===== config.mk =====
export PLATFORM = sky130hd
export DESIGN_NAME = pair_eval
export DESIGN_NICKNAME = d
export VERILOG_FILES = /design/src/rtl/pair_pkg.sv /design/src/rtl/pair_mem_check.sv /design/src/rtl/pair_cost.sv /design/src/rtl/pair_eval.sv
export SDC_FILE = /design/constraint.sdc
export NUM_CORES = 1
export LEC_CHECK = 0
export ABC_AREA = 1
export BUFFER_PORTS_ARGS = -buffer_cell sky130_fd_sc_hd__buf_2
export CAP_MARGIN = 10
export CORE_MARGIN = 2
export CORE_UTILIZATION = 45
export CTS_BUF_LIST = sky130_fd_sc_hd__clkbuf_16
export DETAILED_ROUTE_END_ITERATION = 8
export GPL_ROUTABILITY_DRIVEN = 1
export GPL_TIMING_DRIVEN = 0
export PLACE_DENSITY = 0.81
export SYNTH_ARGS = -nofsm -noshare
export SYNTH_HDL_FRONTEND = slang
export SYNTH_SLANG_ARGS = --single-unit

===== constraint.sdc =====
create_clock -name clk -period 1.4 [get_ports clk]
set_clock_uncertainty 0.05 [all_clocks]
set_input_delay 0.07 -clock clk [delete_from_list [all_inputs] [get_ports clk]]
set_output_delay 0.07 -clock clk [all_outputs]
set_load 0.01 [all_outputs]

===== src/rtl/pair_pkg.sv =====
`timescale 1ns/1ps
package pair_pkg;

  typedef enum logic [1:0] {
    CLS_MOVE  = 2'd0,
    CLS_RDMOD = 2'd1,
    CLS_RMW   = 2'd2,
    CLS_RSV   = 2'd3
  } op_class_e;

  typedef enum logic [2:0] {
    RSN_NONE      = 3'd0,
    RSN_SAME_WORD = 3'd1,
    RSN_BANK      = 3'd2,
    RSN_AGI       = 3'd3,
    RSN_CLASS     = 3'd4,
    RSN_DUAL_LAT  = 3'd5
  } reason_e;

  // Cost of one instruction on its own.
  function automatic logic [2:0] single_cost(input logic [1:0] cls);
    case (cls)
      CLS_MOVE:  single_cost = 3'd1;
      CLS_RDMOD: single_cost = 3'd2;
      default:   single_cost = 3'd3;
    endcase
  endfunction

  // Pair cost before memory, stall and latency adjustments.
  function automatic logic [2:0] pair_table(input logic [1:0] cu, input logic [1:0] cv);
    logic [1:0] a;
    logic [1:0] b;
    a = (cu == CLS_RSV) ? CLS_RMW : cu;
    b = (cv == CLS_RSV) ? CLS_RMW : cv;
    case ({a, b})
      {CLS_MOVE,  CLS_MOVE }: pair_table = 3'd1;
      {CLS_MOVE,  CLS_RDMOD}: pair_table = 3'd2;
      {CLS_MOVE,  CLS_RMW  }: pair_table = 3'd3;
      {CLS_RDMOD, CLS_MOVE }: pair_table = 3'd2;
      {CLS_RDMOD, CLS_RDMOD}: pair_table = 3'd2;
      {CLS_RDMOD, CLS_RMW  }: pair_table = 3'd3;
      {CLS_RMW,   CLS_MOVE }: pair_table = 3'd3;
      {CLS_RMW,   CLS_RDMOD}: pair_table = 3'd4;
      default:                pair_table = 3'd5;
    endcase
  endfunction

endpackage


===== src/rtl/pair_mem_check.sv =====
`timescale 1ns/1ps
module pair_mem_check #(
  parameter int ADDR_W    = 32,
  parameter int WORD_LSB  = 2,
  parameter int BANK_BITS = 3
) (
  input  logic              u_mem,
  input  logic [ADDR_W-1:0] u_addr,
  input  logic              v_mem,
  input  logic [ADDR_W-1:0] v_addr,
  output logic              same_word,
  output logic              bank_clash
);
  localparam int BANK_HI = WORD_LSB + BANK_BITS - 1;

  logic both_mem;
  assign both_mem   = u_mem && v_mem;
  assign same_word  = both_mem && (u_addr[ADDR_W-1:WORD_LSB] == v_addr[ADDR_W-1:WORD_LSB]);
  assign bank_clash = both_mem && (u_addr[BANK_HI:WORD_LSB] == v_addr[BANK_HI:WORD_LSB]);
endmodule


===== src/rtl/pair_cost.sv =====
`timescale 1ns/1ps
module pair_cost
  import pair_pkg::*;
#(
  parameter int LAT_W = 4,
  parameter int CYC_W = LAT_W + 2
) (
  input  logic [1:0]       cls_u,
  input  logic [1:0]       cls_v,
  input  logic             same_word,
  input  logic             bank_clash,
  input  logic             agi_v,
  input  logic [LAT_W-1:0] lat_u,
  input  logic [LAT_W-1:0] lat_v,
  output logic [CYC_W-1:0] cycles,
  output logic [2:0]       reason,
  output logic             perfect,
  output logic             class_penalty,
  output logic             dual_lat
);
  localparam int LX_W = LAT_W + 1;

  // Overlapped latency: the larger one in full plus half of the smaller, rounded up.
  function automatic logic [LX_W-1:0] merge_lat(input logic [LAT_W-1:0] a, input logic [LAT_W-1:0] b);
    logic [LX_W-1:0] hi;
    logic [LX_W-1:0] lo;
    hi = (a > b) ? {1'b0, a} : {1'b0, b};
    lo = (a > b) ? {1'b0, b} : {1'b0, a};
    if (a != '0 && b != '0) merge_lat = hi + ((lo + LX_W'(1)) >> 1);
    else                    merge_lat = hi + lo;
  endfunction

  logic [2:0]      tbl;
  logic [2:0]      solo_max;
  logic [2:0]      core;
  logic            mem_conf;
  logic [LX_W-1:0] lat_add;

  always_comb begin
    tbl           = pair_table(cls_u, cls_v);
    solo_max      = (single_cost(cls_u) > single_cost(cls_v)) ? single_cost(cls_u) : single_cost(cls_v);
    class_penalty = tbl > solo_max;
    mem_conf      = same_word || bank_clash;
    core          = (mem_conf && tbl < 3'd2) ? 3'd2 : tbl;
    dual_lat      = (lat_u != '0) && (lat_v != '0);
    lat_add       = merge_lat(lat_u, lat_v);
    cycles        = CYC_W'(core) + CYC_W'(agi_v) + CYC_W'(lat_add);
    perfect       = !(mem_conf || agi_v || class_penalty || dual_lat);
    if (same_word)          reason = RSN_SAME_WORD;
    else if (bank_clash)    reason = RSN_BANK;
    else if (agi_v)         reason = RSN_AGI;
    else if (class_penalty) reason = RSN_CLASS;
    else if (dual_lat)      reason = RSN_DUAL_LAT;
    else                    reason = RSN_NONE;
  end
endmodule


===== src/rtl/pair_eval.sv =====
`timescale 1ns/1ps
module pair_eval #(
  parameter int ADDR_W = 32,
  parameter int LAT_W  = 4,
  parameter int CYC_W  = LAT_W + 2
) (
  input  logic              clk,
  input  logic              rst_n,
  input  logic              in_valid,
  output logic              in_ready,
  input  logic [1:0]        u_cls,
  input  logic              u_mem,
  input  logic [ADDR_W-1:0] u_addr,
  input  logic [LAT_W-1:0]  u_lat,
  input  logic [1:0]        v_cls,
  input  logic              v_mem,
  input  logic [ADDR_W-1:0] v_addr,
  input  logic              v_agi,
  input  logic [LAT_W-1:0]  v_lat,
  output logic              out_valid,
  input  logic              out_ready,
  output logic              out_perfect,
  output logic [2:0]        out_reason,
  output logic [CYC_W-1:0]  out_cycles
);
  // Internal events, named for the checker.
  logic             ev_accept;
  logic             ev_same_word;
  logic             ev_bank;
  logic             ev_class_pen;
  logic             ev_dual_lat;
  logic [CYC_W-1:0] nx_cycles;
  logic [2:0]       nx_reason;
  logic             nx_perfect;

  pair_mem_check #(.ADDR_W(ADDR_W)) u_mem_chk (
    .u_mem     (u_mem),
    .u_addr    (u_addr),
    .v_mem     (v_mem),
    .v_addr    (v_addr),
    .same_word (ev_same_word),
    .bank_clash(ev_bank)
  );

  pair_cost #(.LAT_W(LAT_W), .CYC_W(CYC_W)) u_cost (
    .cls_u        (u_cls),
    .cls_v        (v_cls),
    .same_word    (ev_same_word),
    .bank_clash   (ev_bank),
    .agi_v        (v_agi),
    .lat_u        (u_lat),
    .lat_v        (v_lat),
    .cycles       (nx_cycles),
    .reason       (nx_reason),
    .perfect      (nx_perfect),
    .class_penalty(ev_class_pen),
    .dual_lat     (ev_dual_lat)
  );

  assign in_ready  = !out_valid || out_ready;
  assign ev_accept = in_valid && in_ready;

  always_ff @(posedge clk or negedge rst_n) begin
    if (!rst_n) begin
      out_valid   <= 1'b0;
      out_perfect <= 1'b0;
      out_reason  <= '0;
      out_cycles  <= '0;
    end else if (ev_accept) begin
      out_valid   <= 1'b1;
      out_perfect <= nx_perfect;
      out_reason  <= nx_reason;
      out_cycles  <= nx_cycles;
    end else if (out_ready) begin
      out_valid   <= 1'b0;
    end
  end
endmodule


[Word level (Yosys, flattened, before mapping)]
Memories as Yosys holds them, arrays and structs flattened.
Cells that the tools add are included.
Word-level totals
  ROM bits: 48
  output and inout port bits: 12
  register bits: 11
  logic and storage cells: 54
  input port bits: 83
  memories: 1
Memories
  (name not given): depth 16, bits a word 3, rd ports 1, clocked after Yosys merged registers in 0, wr ports 0, RTL line pair_pkg.sv:35  | case ({a, b})
Operators by class
  equality and inequality tests: 6
  magnitude comparators: 4
  multiplexer cells: 16
  $add $sub $neg: 5
  reduce and logical (&&, ||, !) cells: 18
Operators by type and width (count)
  $eq 30x30->1: 1
  $mux 3: 6
  $mux 4: 2
  $pmux 2 s2: 2
  $reduce_bool 4->1: 2
  $add 6x5->6: 1
  $logic_and 1x1->1: 6
  $mux 2: 3
  $add 5x1->5 const B: 1
  $add 5x4->5: 1
  $add 5x5->5: 1
  $logic_or 1x1->1: 5
  $mux 5: 1
  $add 3x1->4: 1
  $eq 2x1->1 const B: 2
  $eq 2x2->1 const B: 2
  $gt 4x4->1: 1
  $logic_not 2->1: 2
  $eq 3x3->1: 1
  $gt 3x3->1: 1
  $lt 3x2->1 const B: 1
  $gt 2x2->1: 1
  $logic_not 1->1: 2
  $mux 1: 2
  $reduce_bool 2->1: 1

[Longest topological paths before layout]
  word-level depth: 9
  mapped depth: 25
  mapped depth without buffers: 25

[Hierarchy]
A second synthesis with hierarchy kept.
Unflattened totals
  cells, all modules: 350
  area total of the unflattened synthesis: 1935.6 um^2
By module, submodules not included
  pair_cost: instances 1, sequential area each 0.0 um^2, area an instance 853.3 um^2, cells each 138
  pair_mem_check: instances 1, sequential area each 0.0 um^2, area an instance 626.9 um^2, cells each 164
  pair_eval: instances 1, sequential area each 275.3 um^2, area an instance 455.4 um^2, cells each 48

[Worst setup path before layout]
No wires, ideal clock.
  path kind: in2reg
  start point: in v_lat[2]
  end point: reg out_cycles[3]
  data required time: 1.219 ns
  path buffers: 0
  stages: 20
  data arrival time: 2.940 ns
  slack: -1.722 ns
  cell sequence: inv_1 -> ha_1 -> nand2_1 -> inv_2 -> nand3_1 -> nand2_2 -> nand2_1 -> nand2_1 -> ha_1 -> nor2_1 -> a31oi_1 -> ha_1 -> fa_1 -> xor2_1 -> ha_1 -> nand2_1 -> nor2_1 -> a211oi_1 -> xor2_1 -> o21ai_0
Between the ends
  longest elaborated chain between the ends: 6
  elaborated cells on any way between the ends: 10
Ends and longest elaborated chain
  start: declaration: RTL line pair_eval.sv:19  | input logic [LAT_W-1:0] v_lat,
  $gt 4x4->1: RTL line pair_cost.sv:27, pair_cost.sv:28
  $mux 4: RTL line pair_cost.sv:28  | lo = (a > b) ? {1'b0, b} : {1'b0, a};
  $add 5x1->5: RTL line pair_cost.sv:29  | if (a != '0 && b != '0) merge_lat = hi + ((lo + LX_W'(1)) >> 1);
  $add 5x4->5: RTL line pair_cost.sv:29
  $mux 5 *: RTL line pair_cost.sv:29
  $add 6x5->6 *: RTL line pair_cost.sv:47  | cycles = CYC_W'(core) + CYC_W'(agi_v) + CYC_W'(lat_add);
  end signal: assignment: RTL line pair_eval.sv:73  | out_cycles <= nx_cycles;
  end: declaration: RTL line pair_eval.sv:24  | output logic [CYC_W-1:0] out_cycles
Every way passes the cells marked *; elsewhere a longest branch is shown, timed or not.
A chain may end at the register's enable or synchronous reset.

[Final worst setup path]
  start point: in v_lat[1]
  end point: reg out_cycles[3]
Same word-level chain as after synthesis.

==> flow_metrics.env <==
export IMPL_first_global_vias=2042
export IMPL_grt_antenna_before_repair=0
export IMPL_core_area_sq_um=3690
export IMPL_rsz0062_at_grt="true"
export IMPL_finalSetupTns_ns=-8.90
export IMPL_yosysUniqueCellTypes=26
export IMPL_violations="setup timing"
export IMPL_die_x_microns=66.1
export IMPL_status="complete, but fails checks"
export IMPL_gp_congestion=0.905
export IMPL_post_drt_via_cell_ratio=4.72
export IMPL_p_leak_nw=1.56
export IMPL_yosysMostFrequentCell="nand2_1"
export IMPL_grt_max_degree=12
export IMPL_dieArea_sq_um=4360
export IMPL_crit_chain="buf_12 -> inv_12 -> ha_4 -> nand2_2 -> nand2_2 -> nand2_2 -> nand2_4 -> nand2_4 -> nand2_4 -> nand2_4 -> ha_4 -> nor2_2 -> a31oi_1 -> ha_2 -> fa_2 -> xor2_1 -> ha_1 -> nand2_1 -> nor2_1 -> a211oi_2 -> xor2_1 -> o21ai_1"
export IMPL_synth_nets=387
export IMPL_cp_slowest_cell="fa_2"
export IMPL_min_path_type="input port to flop"
export IMPL_synth_enable_flop_cells=0
export IMPL_cts_sinks=11
export IMPL_initial_core_util=0.470
export IMPL_finalPower_mw=2.67
export IMPL_root_buffer="clkbuf_16"
export IMPL_yosys_warnings=0
export IMPL_rows=22
export IMPL_layout_nets=498
export IMPL_fin_ws_ns=-1.59
export IMPL_slew_viol_final=0
export IMPL_worstSetupPathType="input port to flop"
export IMPL_hold_slack_ns=0.0677
export IMPL_ys_ff_latch=11
export IMPL_cts_buffers=3
export IMPL_drive_above_1_share=0.409
export IMPL_synthTopCellsByArea="nand2_1, dfrtp_1, ha_1"
export IMPL_cpPeakStageDelay_ns=0.37
export IMPL_wl_per_cell_microns=10.9
export IMPL_place_area_sq_um=2340
export IMPL_die_y_microns=66.1
export IMPL_routed_wl_microns=4800
export IMPL_power_density_nw_per_um2=956
export IMPL_hold_violations=0
export IMPL_post_route_min_period_ns=2.99
export IMPL_synthTopCellsByCount="nand2_1, inv_1, nor2_1, ha_1, o21ai_0"
export IMPL_vdd_drop_max_uv=502
export IMPL_period_share=2.14
export IMPL_cp_arrival_ns=3.06
export IMPL_cts_max_path_buffers=2
export IMPL_dpl_hpwl_microns=3680
export IMPL_fin_area_sq_um=2790
export IMPL_port_buffers=90
export IMPL_synth_flop_cell="dfrtp_1"
export IMPL_worstPathRequired_ns=1.46
export IMPL_postSynth_asyncResetShare=1.00
export IMPL_synth_top_area_frac=0.171
export IMPL_ctsHtreeMaxLevel=1
export IMPL_crit_fanout=4
export IMPL_overflow=0
export IMPL_drc=0
export IMPL_crit_path_frequent_cell="nand2_4"
export IMPL_start_kind="input port"
export IMPL_clk_pin_slew_ns=0.04
export IMPL_first_iter_violations=95
export IMPL_grt_pass1_wl_microns=7970
export IMPL_tritoncts="built"
export IMPL_vias=2073
export IMPL_diodes=0
export IMPL_yosys_area_top_type="nand2_1"
export IMPL_cap_violations=0
export IMPL_finalSetupViolCount=9
export IMPL_avgSynthCellArea_sq_um=6.17
export IMPL_netlist_instances=281
export IMPL_drt_pass1_iter_count=5
export IMPL_num_io_pins=95
export IMPL_netlist_area_sq_um=1730
export IMPL_drtAntennaViolNets=0
export IMPL_postLayoutCoreUtil=0.756
export IMPL_yosysSeqAreaShare=0.159
export IMPL_end_kind="flop"
export IMPL_insertion_delay_ns=0.24
export IMPL_area_delta_synth_final_pct=60.9
export IMPL_max_clock_freq_mhz=334
export IMPL_track_usage=0.228
-- area by class of cell --
class                           instances  area, sq um
Sequential cell                        11          275
Clock inverter                          1         3.75
Buffer                                  2         15.0
Clock buffer                            3         75.1
Fill cell                             286          901
Timing Repair Buffer                  106          658
Tap cell                               48         60.1
Multi-Input combinational cell        211         1460
Inverter                               57          241
-- report_power, final --
| group | switching, mW | internal (mW) | leakage, nW |
|---|---|---|---|
| combinational | 0.871 | 0.822 | 1.38 |
| clock | 0.143 | 0.375 | 0.0423 |
| sequential | 0.0417 | 0.413 | 0.136 |
| total | 1.05 | 1.61 | 1.56 |
-- per-layer routing --
layer  GRT usage  part of all wire  vias up
met4      0.0357             0.016        0
met2       0.467              0.53       57
met3      0.0409             0.045       10
li1            -                 -     1098
met1       0.240              0.40      908
met5           0                 0        -
-- cell usage in the layout, fill, tap and decap left out, types with 8 or more instances in the layout --
cell type / Yosys / final
o21ai_0: 20 / 12
nand2_1: 79 / 69
buf_4: 0 / 16
buf_2: 0 / 79
nand3_1: 11 / 8
ha_1: 21 / 12
ha_4: 0 / 8
nor2_1: 29 / 23
xnor2_1: 8 / 8
inv_1: 56 / 50
dfrtp_1: 11 / 11
xor2_1: 12 / 12
-- logic make-up after synthesis --
kind of cell	count (synthesis)	share of synthesized area
AO/OA/AOI/OAI	38	0.126
XOR/XNOR	20	0.101
adder cells (fa/ha/maj)	23	0.175
buffers and inverters	59	0.132
flip-flops	11	0.159
other	1	0.00216
AND/OR/NAND/NOR	129	0.305
-- worst max-delay path, delay by kind of cell --
| family | cells | cell delay (ns) |
|---|---|---|
| fa+ha+maj | 5 | 1.39 |
| buf+inv | 2 | 0.13 |
| compound gates | 3 | 0.39 |
| simple gates | 10 | 0.70 |
| xor+xnor | 2 | 0.37 |
-- flip-flops by register name, indices dropped and copies added, names as in the netlist --
name,count
out_cycles,6
out_reason,3
out_perfect,1
out_valid,1
-- what timing repair did --
action | 4_1_cts | 5_1_grt
endpoints found under the setup margin | 9 | 11
hold buffers | 1 | 0
hold endpoints to repair | 11 | 0
pin swaps | 28 | 26
buffers inserted | 8 | 7
gates resized for setup | 44 | 24
-- path summary, 6_finish.rpt --
path | from | end | slack, ns | cells after the start
setup / recovery | v_lat[1] | out_cycles[3] | -1.59 | 22
hold / removal | out_ready | out_valid | 0.07 | 4
setup reg to reg | out_valid | out_cycles[4] | -0.01 | 5
hold reg to reg | out_cycles[1] | out_cycles[1] | 0.42 | 2
max in group asynchronous | rst_n | out_cycles[0] | 0.92 | 2
min in group asynchronous | rst_n | out_cycles[3] | 0.18 | 2
-- per-stage QoR --
| step | setup WS [ns] | cells |
|---|---|---|
| after floorplan | -1.56 | 281 |
| after global placement | -1.92 | 419 |
| after detailed placement | -2.03 | 419 |
| after CTS | -1.55 | 432 |
| after global routing | -1.79 | 439 |
| final | -1.59 | 439 |
No activity file was read; power rests on OpenSTA's default activity.
